--- src/rtl/i2c_tgt_pkg.sv ---
package i2c_tgt_pkg;
  typedef enum logic [1:0] {
    ST_IDLE,
    ST_RECV,
    ST_ACK,
    ST_HOLD
  } tgt_state_e;

  typedef enum logic [1:0] {
    XF_ADDR,
    XF_WRITE,
    XF_GCALL,
    XF_GCRST
  } xfer_kind_e;

  localparam int unsigned BYTE_W = 8;
  localparam logic [7:0] GCALL_ADDR   = 8'h00;
  localparam logic [7:0] GCALL_RESET  = 8'h06;
  localparam logic [4:0] HS_CODE_HIGH = 5'b00001;
endpackage

--- src/rtl/i2c_line_sync.sv ---
module i2c_line_sync #(
  parameter int unsigned W      = 2,
  parameter int unsigned STAGES = 2
) (
  input  logic         clk,
  input  logic         rst_n,
  input  logic [W-1:0] din,
  output logic [W-1:0] dsync,
  output logic [W-1:0] dprev
);
  logic [W-1:0] pipe [STAGES+1];

  always_ff @(posedge clk or negedge rst_n) begin
    if (!rst_n) begin
      for (int k = 0; k <= STAGES; k++) pipe[k] <= '1;
    end else begin
      pipe[0] <= din;
      for (int k = 1; k <= STAGES; k++) pipe[k] <= pipe[k-1];
    end
  end

  assign dsync = pipe[STAGES-1];
  assign dprev = pipe[STAGES];
endmodule

--- src/rtl/i2c_cond_det.sv ---
module i2c_cond_det (
  input  logic scl_s,
  input  logic scl_p,
  input  logic sda_s,
  input  logic sda_p,
  output logic start_det,
  output logic stop_det,
  output logic scl_rise,
  output logic scl_fall
);
  logic scl_high;

  always_comb begin
    scl_high  = scl_s & scl_p;
    start_det = scl_high & sda_p & ~sda_s;
    stop_det  = scl_high & ~sda_p & sda_s;
    scl_rise  = scl_s & ~scl_p;
    scl_fall  = ~scl_s & scl_p;
  end
endmodule

--- src/rtl/i2c_tgt_fsm.sv ---
module i2c_tgt_fsm
  import i2c_tgt_pkg::*;
#(
  parameter logic [5:0] ADDR_BASE = 6'b111010
) (
  input  logic              clk,
  input  logic              rst_n,
  input  logic              scl_s,
  input  logic              sda_s,
  input  logic              start_det,
  input  logic              stop_det,
  input  logic              scl_rise,
  input  logic              scl_fall,
  input  logic              addr_sel,
  output logic              sda_oe,
  output logic              rx_valid,
  output logic [BYTE_W-1:0] rx_data,
  output logic              hs_mode,
  output logic              gc_reset
);
  localparam int unsigned CNT_W = $clog2(BYTE_W + 1);
  localparam logic [CNT_W-1:0] CNT_FULL = CNT_W'(BYTE_W);

  tgt_state_e        state, state_n;
  xfer_kind_e        kind, kind_n;
  logic [CNT_W-1:0]  bitcnt, bitcnt_n;
  logic [BYTE_W-1:0] shreg, shreg_n;
  logic [BYTE_W-1:0] data_n;
  logic              rxv_n, gcr_n, hs_n;
  logic              own_addr;

  assign own_addr = (shreg[7:1] == {ADDR_BASE, addr_sel}) && !shreg[0];

  always_comb begin
    state_n  = state;
    kind_n   = kind;
    bitcnt_n = bitcnt;
    shreg_n  = shreg;
    data_n   = rx_data;
    rxv_n    = 1'b0;
    gcr_n    = 1'b0;
    hs_n     = hs_mode;
    if (stop_det) begin
      state_n = ST_IDLE;
      hs_n    = 1'b0;
    end else if (start_det) begin
      state_n  = ST_RECV;
      kind_n   = XF_ADDR;
      bitcnt_n = '0;
    end else begin
      unique case (state)
        ST_RECV: begin
          if (scl_rise && bitcnt != CNT_FULL) begin
            shreg_n  = {shreg[BYTE_W-2:0], sda_s};
            bitcnt_n = bitcnt + 1'b1;
          end else if (scl_fall && bitcnt == CNT_FULL) begin
            state_n = ST_HOLD;
            unique case (kind)
              XF_ADDR: begin
                if (own_addr) begin
                  state_n = ST_ACK;
                  kind_n  = XF_WRITE;
                end else if (shreg == GCALL_ADDR) begin
                  state_n = ST_ACK;
                  kind_n  = XF_GCALL;
                end else if (shreg[7:3] == HS_CODE_HIGH) begin
                  hs_n = 1'b1;
                end
              end
              XF_WRITE: begin
                state_n = ST_ACK;
                rxv_n   = 1'b1;
                data_n  = shreg;
              end
              XF_GCALL: begin
                if (shreg == GCALL_RESET) begin
                  state_n = ST_ACK;
                  kind_n  = XF_GCRST;
                end
              end
              default: ;
            endcase
          end
        end
        ST_ACK: begin
          if (scl_fall) begin
            bitcnt_n = '0;
            if (kind == XF_GCRST) begin
              gcr_n   = 1'b1;
              state_n = ST_HOLD;
            end else begin
              state_n = ST_RECV;
            end
          end
        end
        default: ;
      endcase
    end
  end

  always_ff @(posedge clk or negedge rst_n) begin
    if (!rst_n) begin
      state    <= ST_IDLE;
      kind     <= XF_ADDR;
      bitcnt   <= '0;
      shreg    <= '0;
      rx_data  <= '0;
      rx_valid <= 1'b0;
      gc_reset <= 1'b0;
      hs_mode  <= 1'b0;
    end else begin
      state    <= state_n;
      kind     <= kind_n;
      bitcnt   <= bitcnt_n;
      shreg    <= shreg_n;
      rx_valid <= rxv_n;
      gc_reset <= gcr_n;
      hs_mode  <= hs_n;
      if (rxv_n) rx_data <= data_n;
    end
  end

  assign sda_oe = (state == ST_ACK);

  AST_RXV_ONE_CYCLE: assert property (@(posedge clk) disable iff (!rst_n)
    rx_valid |=> !rx_valid);
  AST_GCR_ONE_CYCLE: assert property (@(posedge clk) disable iff (!rst_n)
    gc_reset |=> !gc_reset);
  AST_HS_STOP_CLEAR: assert property (@(posedge clk) disable iff (!rst_n)
    stop_det |=> !hs_mode);
  AST_MC_NO_ACK: assert property (@(posedge clk) disable iff (!rst_n)
    $rose(hs_mode) |-> !sda_oe);
  AST_ACK_SCL_LOW: assert property (@(posedge clk) disable iff (!rst_n)
    $rose(sda_oe) |-> !scl_s);
  AST_COND_EXCL: assert property (@(posedge clk) disable iff (!rst_n)
    !(start_det && stop_det));
endmodule

--- src/rtl/i2c_hs_target.sv ---
module i2c_hs_target
  import i2c_tgt_pkg::*;
#(
  parameter int unsigned SYNC_STAGES = 2,
  parameter logic [5:0]  ADDR_BASE   = 6'b111010
) (
  input  logic              clk,
  input  logic              rst_n,
  input  logic              scl_i,
  input  logic              sda_i,
  input  logic              addr_sel,
  output logic              sda_oe,
  output logic              rx_valid,
  output logic [BYTE_W-1:0] rx_data,
  output logic              hs_mode,
  output logic              gc_reset
);
  logic [1:0] line_s, line_p;
  logic       start_det, stop_det, scl_rise, scl_fall;

  i2c_line_sync #(.W(2), .STAGES(SYNC_STAGES)) u_sync (
    .clk   (clk),
    .rst_n (rst_n),
    .din   ({scl_i, sda_i}),
    .dsync (line_s),
    .dprev (line_p)
  );

  i2c_cond_det u_cond (
    .scl_s     (line_s[1]),
    .scl_p     (line_p[1]),
    .sda_s     (line_s[0]),
    .sda_p     (line_p[0]),
    .start_det (start_det),
    .stop_det  (stop_det),
    .scl_rise  (scl_rise),
    .scl_fall  (scl_fall)
  );

  i2c_tgt_fsm #(.ADDR_BASE(ADDR_BASE)) u_fsm (
    .clk       (clk),
    .rst_n     (rst_n),
    .scl_s     (line_s[1]),
    .sda_s     (line_s[0]),
    .start_det (start_det),
    .stop_det  (stop_det),
    .scl_rise  (scl_rise),
    .scl_fall  (scl_fall),
    .addr_sel  (addr_sel),
    .sda_oe    (sda_oe),
    .rx_valid  (rx_valid),
    .rx_data   (rx_data),
    .hs_mode   (hs_mode),
    .gc_reset  (gc_reset)
  );
endmodule

--- config.mk ---
export PLATFORM = sky130hd
export DESIGN_NAME = i2c_hs_target
export DESIGN_NICKNAME = d
export VERILOG_FILES = /design/src/rtl/i2c_tgt_pkg.sv /design/src/rtl/i2c_line_sync.sv /design/src/rtl/i2c_cond_det.sv /design/src/rtl/i2c_tgt_fsm.sv /design/src/rtl/i2c_hs_target.sv
export SDC_FILE = /design/constraint.sdc
export NUM_CORES = 1
export LEC_CHECK = 0
export ABC_AREA = 1
export ABC_CLOCK_PERIOD_IN_PS = 1700
export BUFFER_PORTS_ARGS = -buffer_cell sky130_fd_sc_hd__buf_2
export CORE_MARGIN = 2
export CORE_UTILIZATION = 40
export DETAILED_ROUTE_END_ITERATION = 8
export HOLD_SLACK_MARGIN = 0.08
export PLACE_DENSITY_LB_ADDON = 0.3
export RECOVER_POWER = 25
export SLEW_MARGIN = 20
export SYNTH_ARGS = -nofsm -noshare
export SYNTH_HDL_FRONTEND = slang
export SYNTH_SLANG_ARGS = --single-unit
--- constraint.sdc ---
create_clock -name clk -period 1.7 [get_ports clk]
set_input_delay 0.34 -clock clk [delete_from_list [all_inputs] [get_ports clk]]
set_output_delay 0.34 -clock clk [all_outputs]
set_load 0.05 [all_outputs]
Word-level counts from Yosys, hierarchy flattened:

Index checks and enable logic that the tools add are counted.

* register bits: 33
* bits of input ports: 5
* output and inout port bits: 12
* word-level logic and storage cells: 112

* add/sub/neg operators: 1
* equality and inequality tests: 22
* muxes and demuxes: 43
* bitwise logic cells: 14
* reduce and logical (&&, ||, !) cells: 21

Operators by type and width (number)
* $mux 2: 14
* $mux 1: 22
* $reduce_and 7->1: 2
* $mux 4: 3
* $reduce_and 4->1: 3
* $reduce_bool 2->1: 6
* $eq 8x3->1 const B: 1
* $logic_not 8->1: 1
* $ne 2x2->1 const B: 4
* $ne 4x4->1 const B: 2
* $pmux 2 s2: 2
* $pmux 4 s2: 1
* $reduce_and 8->1: 1
* $and 1x1->1: 7
* $eq 7x7->1: 1
* $not 1->1: 7
* $eq 2x2->1 const B: 3
* $ne 3x2->1 const B: 2
* $pmux 2 s3: 1
* $reduce_bool 3->1: 2
* $eq 5x1->1 const B: 1
* $add 4x1->4 const B: 1
* $eq 2x1->1 const B: 2
* $eq 4x4->1 const B: 1
* 9 further kinds: 11

Depth between registers and ports, before layout:

* depth in word-level cells: 10
* depth in mapped cells: 9
* gate-level depth less buffers: 9

Cells and area by module:

From an unflattened synthesis, not the netlist that was laid out.

* cells, all modules: 196
* area total of the unflattened synthesis: 1656.6 µm²

Modules (own cells, without submodules)
* i2c_tgt_fsm: times used 1, cells an instance 175, area an instance 1427.6 µm², sequential area each 675.6 µm²
* i2c_line_sync: times used 1, cells an instance 10, area an instance 187.7 µm², sequential area each 157.7 µm²
* i2c_cond_det: times used 1, cells an instance 11, area an instance 41.3 µm², sequential area each 0.0 µm²

Least setup slack after synthesis:

Ideal clock, no wire load.

* kind: reg2reg
* start: reg u_fsm.state[0]
* end: reg u_fsm.state[1]
* setup time: 0.126 ns
* arrival time: 1.636 ns
* data required time: 1.574 ns
* path slack: -0.062 ns
* cell stages (with the launch flop): 10
* buffers on the path: 0
* clock period less this slack: 1.762 ns
* cells stage by stage: dfrtp_1 inv_1 ha_1 inv_1 nor2_2 nor2_1 nor2_2 nor2_2 nand2_1 o21ai_0

* longest elaborated chain between the ends: 4
* elaborated cells between the ends (all ways): 10
* classes of those cells: eq/ne (5); mux (3); reduce/logical (2)

RTL lines
* start, declared: line i2c_tgt_fsm.sv:24 `tgt_state_e state, state_n;`
* start signal, assigned: line i2c_tgt_fsm.sv:112 `state <= state_n;`
* $eq 2x2->1 (*)
* named net sda_oe: line i2c_hs_target.sv:12 `output logic sda_oe,`
* $pmux 2 s2: line i2c_tgt_fsm.sv:51 `unique case (state)`
* $mux 2: line i2c_tgt_fsm.sv:46 `end else if (start_det) begin`
* $mux 2: line i2c_tgt_fsm.sv:43 `if (stop_det) begin`

Mark *: on every way through the listed nets, which the timed path passes. The rest lies on a longest branch.
A chain may end at the register's enable or synchronous reset.

Final worst setup path:

* start: reg u_fsm.state[0]
* end: out sda_oe

* longest elaborated chain between the ends: 1

RTL lines
* $eq 2x2->1: line i2c_tgt_fsm.sv:123 `assign sda_oe = (state == ST_ACK);`
* end, declared: line i2c_hs_target.sv:12

Every way passes these cells.

==> impl_metrics.tcl <==
set metrics [dict create \
    cts_sinks 33 \
    dpl_cell_area_mm2 0.00185 \
    synth_seq_cells 33 \
    netlist_area_mm2 0.00170 \
    grt_usage_pct 14.2 \
    clk_latency_ps 280 \
    grt_setup_unrepaired "no" \
    dr.pass1.iters 4 \
    vias 1288 \
    powerDensity_mw_per_mm2 1420 \
    portBuffers 16 \
    cp-start-kind "flop" \
    setup_tns_ps 0 \
    r2r_cells 9 \
    min_path_type "input port to flop" \
    p_leak_nw 0.952 \
    fill_cells 413 \
    worst_pin_slew_ps 994 \
    finalWirelength_um 3020 \
    vdd.ir_drop.worst_mv 0.551 \
    start_util_pct 42.1 \
    final-seq-area_um2 833 \
    multi_input_comb_area_um2 754 \
    clock_path_buffers 2 \
    yosysWarnings 0 \
    path_class "flop to output port" \
    drive_gt1_share_pct 29.4 \
    ys_types 27 \
    slew_violations 0 \
    final_cell_mix "nand2_1, dfrtp_1, nor2_1" \
    crit_path_max_fanout 4 \
    antenna_found_initial 0 \
    worst_ep_required_time_ps 1360 \
    vias_per_cell 4.81 \
    yosysSeqAreaShare_pct 49.1 \
    grt_pass1_vias 1182 \
    final_cell_area_mm2 0.00195 \
    cts_made_buffers 5 \
    layout_commonest_cell "nand2_1" \
    htree_levels 2 \
    setup_viol 0 \
    antenna_cells 0 \
    status "completed" \
    postCtsSetupBuffers 0 \
    gp_congestion 0.829 \
    grt-ovfl-total 0 \
    max_freq_mhz 631 \
    ant_nets 0 \
    fin_nets 226 \
    dr.first_iter.drc_count 96 \
    holdPathStages 1 \
    root_buffer "clkbuf_8" \
    dieHeight_um 69.1 \
    crit_path_end_kind "output port" \
    io_pins 17 \
    syn_inst 193 \
    hold_ws_ps 155 \
    dpl.hpwl_um 2340 \
    die_w_um 69.1 \
    hold_viol 0 \
    period_share_pct 93.2 \
    cap_violations 0 \
    fin_crit_ps 1580 \
    grt_pass1_wl_um 5400 \
    synth.avg_cell_area_um2 8.79 \
    grt_max_degree 18 \
    slew_headroom_pct 33.7 \
    area_growth_syn_to_layout_pct 14.7 \
    drc_errors 0 \
    rows 23 \
    fin_util_pct 48.3 \
    wire_per_inst_um 11.3 \
    die-area_mm2 0.00478 \
    skew_ps 4.11 \
    coreArea_mm2 0.00403 \
    syn-num-nets 202 \
    cts_tree "done" \
    critPathArrivalTime_ps 1240 \
    clkTransAtPathRegs_ps 70 \
]
## Yosys cell counts (all sizes together)
cell type | number | area (um2)
inv | 25 | 93.8
o21ai | 22 | 140
clkinv | 1 | 3.75
ha | 4 | 50.1
xor2 | 2 | 17.5
or2 | 1 | 6.26
buf | 2 | 16.3
nor2 | 27 | 134
a21oi | 5 | 36.3
nand4 | 1 | 6.26
nor3 | 3 | 15.0
dfstp | 6 | 158
nand3 | 13 | 113
a31oi | 1 | 12.5
dfrtp | 27 | 676
nand2 | 53 | 219
## power breakdown
part	internal [mW]	total (mW)	switching [mW]
clock	0.283	0.557	0.274
sequential	0.946	1.09	0.140
combinational	0.386	1.12	0.732
## final timing paths
kind / start / to / slack, ps
worst max-delay path: u_fsm.state[0] / sda_oe / 120
worst min-delay path: sda_i / u_sync.pipe[4] / 150
worst max register to register: u_fsm.state[1] / u_fsm.kind[1] / 240
worst min register to register: u_sync.pipe[4] / u_sync.dsync[0] / 370
max in group asynchronous: rst_n / u_sync.dsync[1] / 260
min in group asynchronous: rst_n / u_fsm.rx_data[0] / 740
## area by class of cell
cell class / count / area share, %
sequential: 33 / 42.8
multi-input combinational: 132 / 38.8
timing repair buffer: 19 / 5.98
inverter: 26 / 5.01
clock buffer: 6 / 3.73
tap: 50 / 3.21
clock inverter: 2 / 0.514
## cell families (layout without fill, tap and decap cells)
group,count (synthesis),count (layout),synth area share (%)
AOI/OAI and AO/OA,28,28,11.1
buffers and inverters,28,53,6.71
xor gates and xnor gates,2,2,1.03
DFF,33,33,49.1
adders and majority gates,4,4,2.95
and+or+nand+nor,98,98,29.1
## flip-flops by register name, indices dropped and copies added (netlist names), 2 cells and up
| register | cells |
|---|---|
| u_fsm.rx_data | 8 |
| u_fsm.shreg | 8 |
| u_fsm.bitcnt | 4 |
| u_fsm.kind | 2 |
| u_fsm.state | 2 |
| u_sync.dprev | 2 |
| u_sync.dsync | 2 |
| u_sync.pipe | 2 |
## timing repair
item | CTS | global route
resized for setup | 0 | 1
endpoints found under the setup margin | 0 | 2
endpoints found under the hold margin | 16 | 0
hold buffers | 1 | 0
## layer usage
metal,track usage (%),routed length (um)
met5,0,0
met4,5.88,59
met3,4.39,121
met2,22.1,1380
met1,18.2,1460
## per-stage QoR
step                      total power, mW  cells  setup slack, ps
after global placement               2.21    259              191
final                                2.76    268              116
after global routing                 3.02    268             43.4
after CTS                            2.79    268              112
after detailed placement             2.22    259              159
after floorplan                      1.98    193              137
## critical path: stages (launching register included)
cell     delay, ps
dfrtp_1        400
inv_1           70
ha_2           220
buf_2          280
Note: power is estimated with default switching activity, not from simulation.
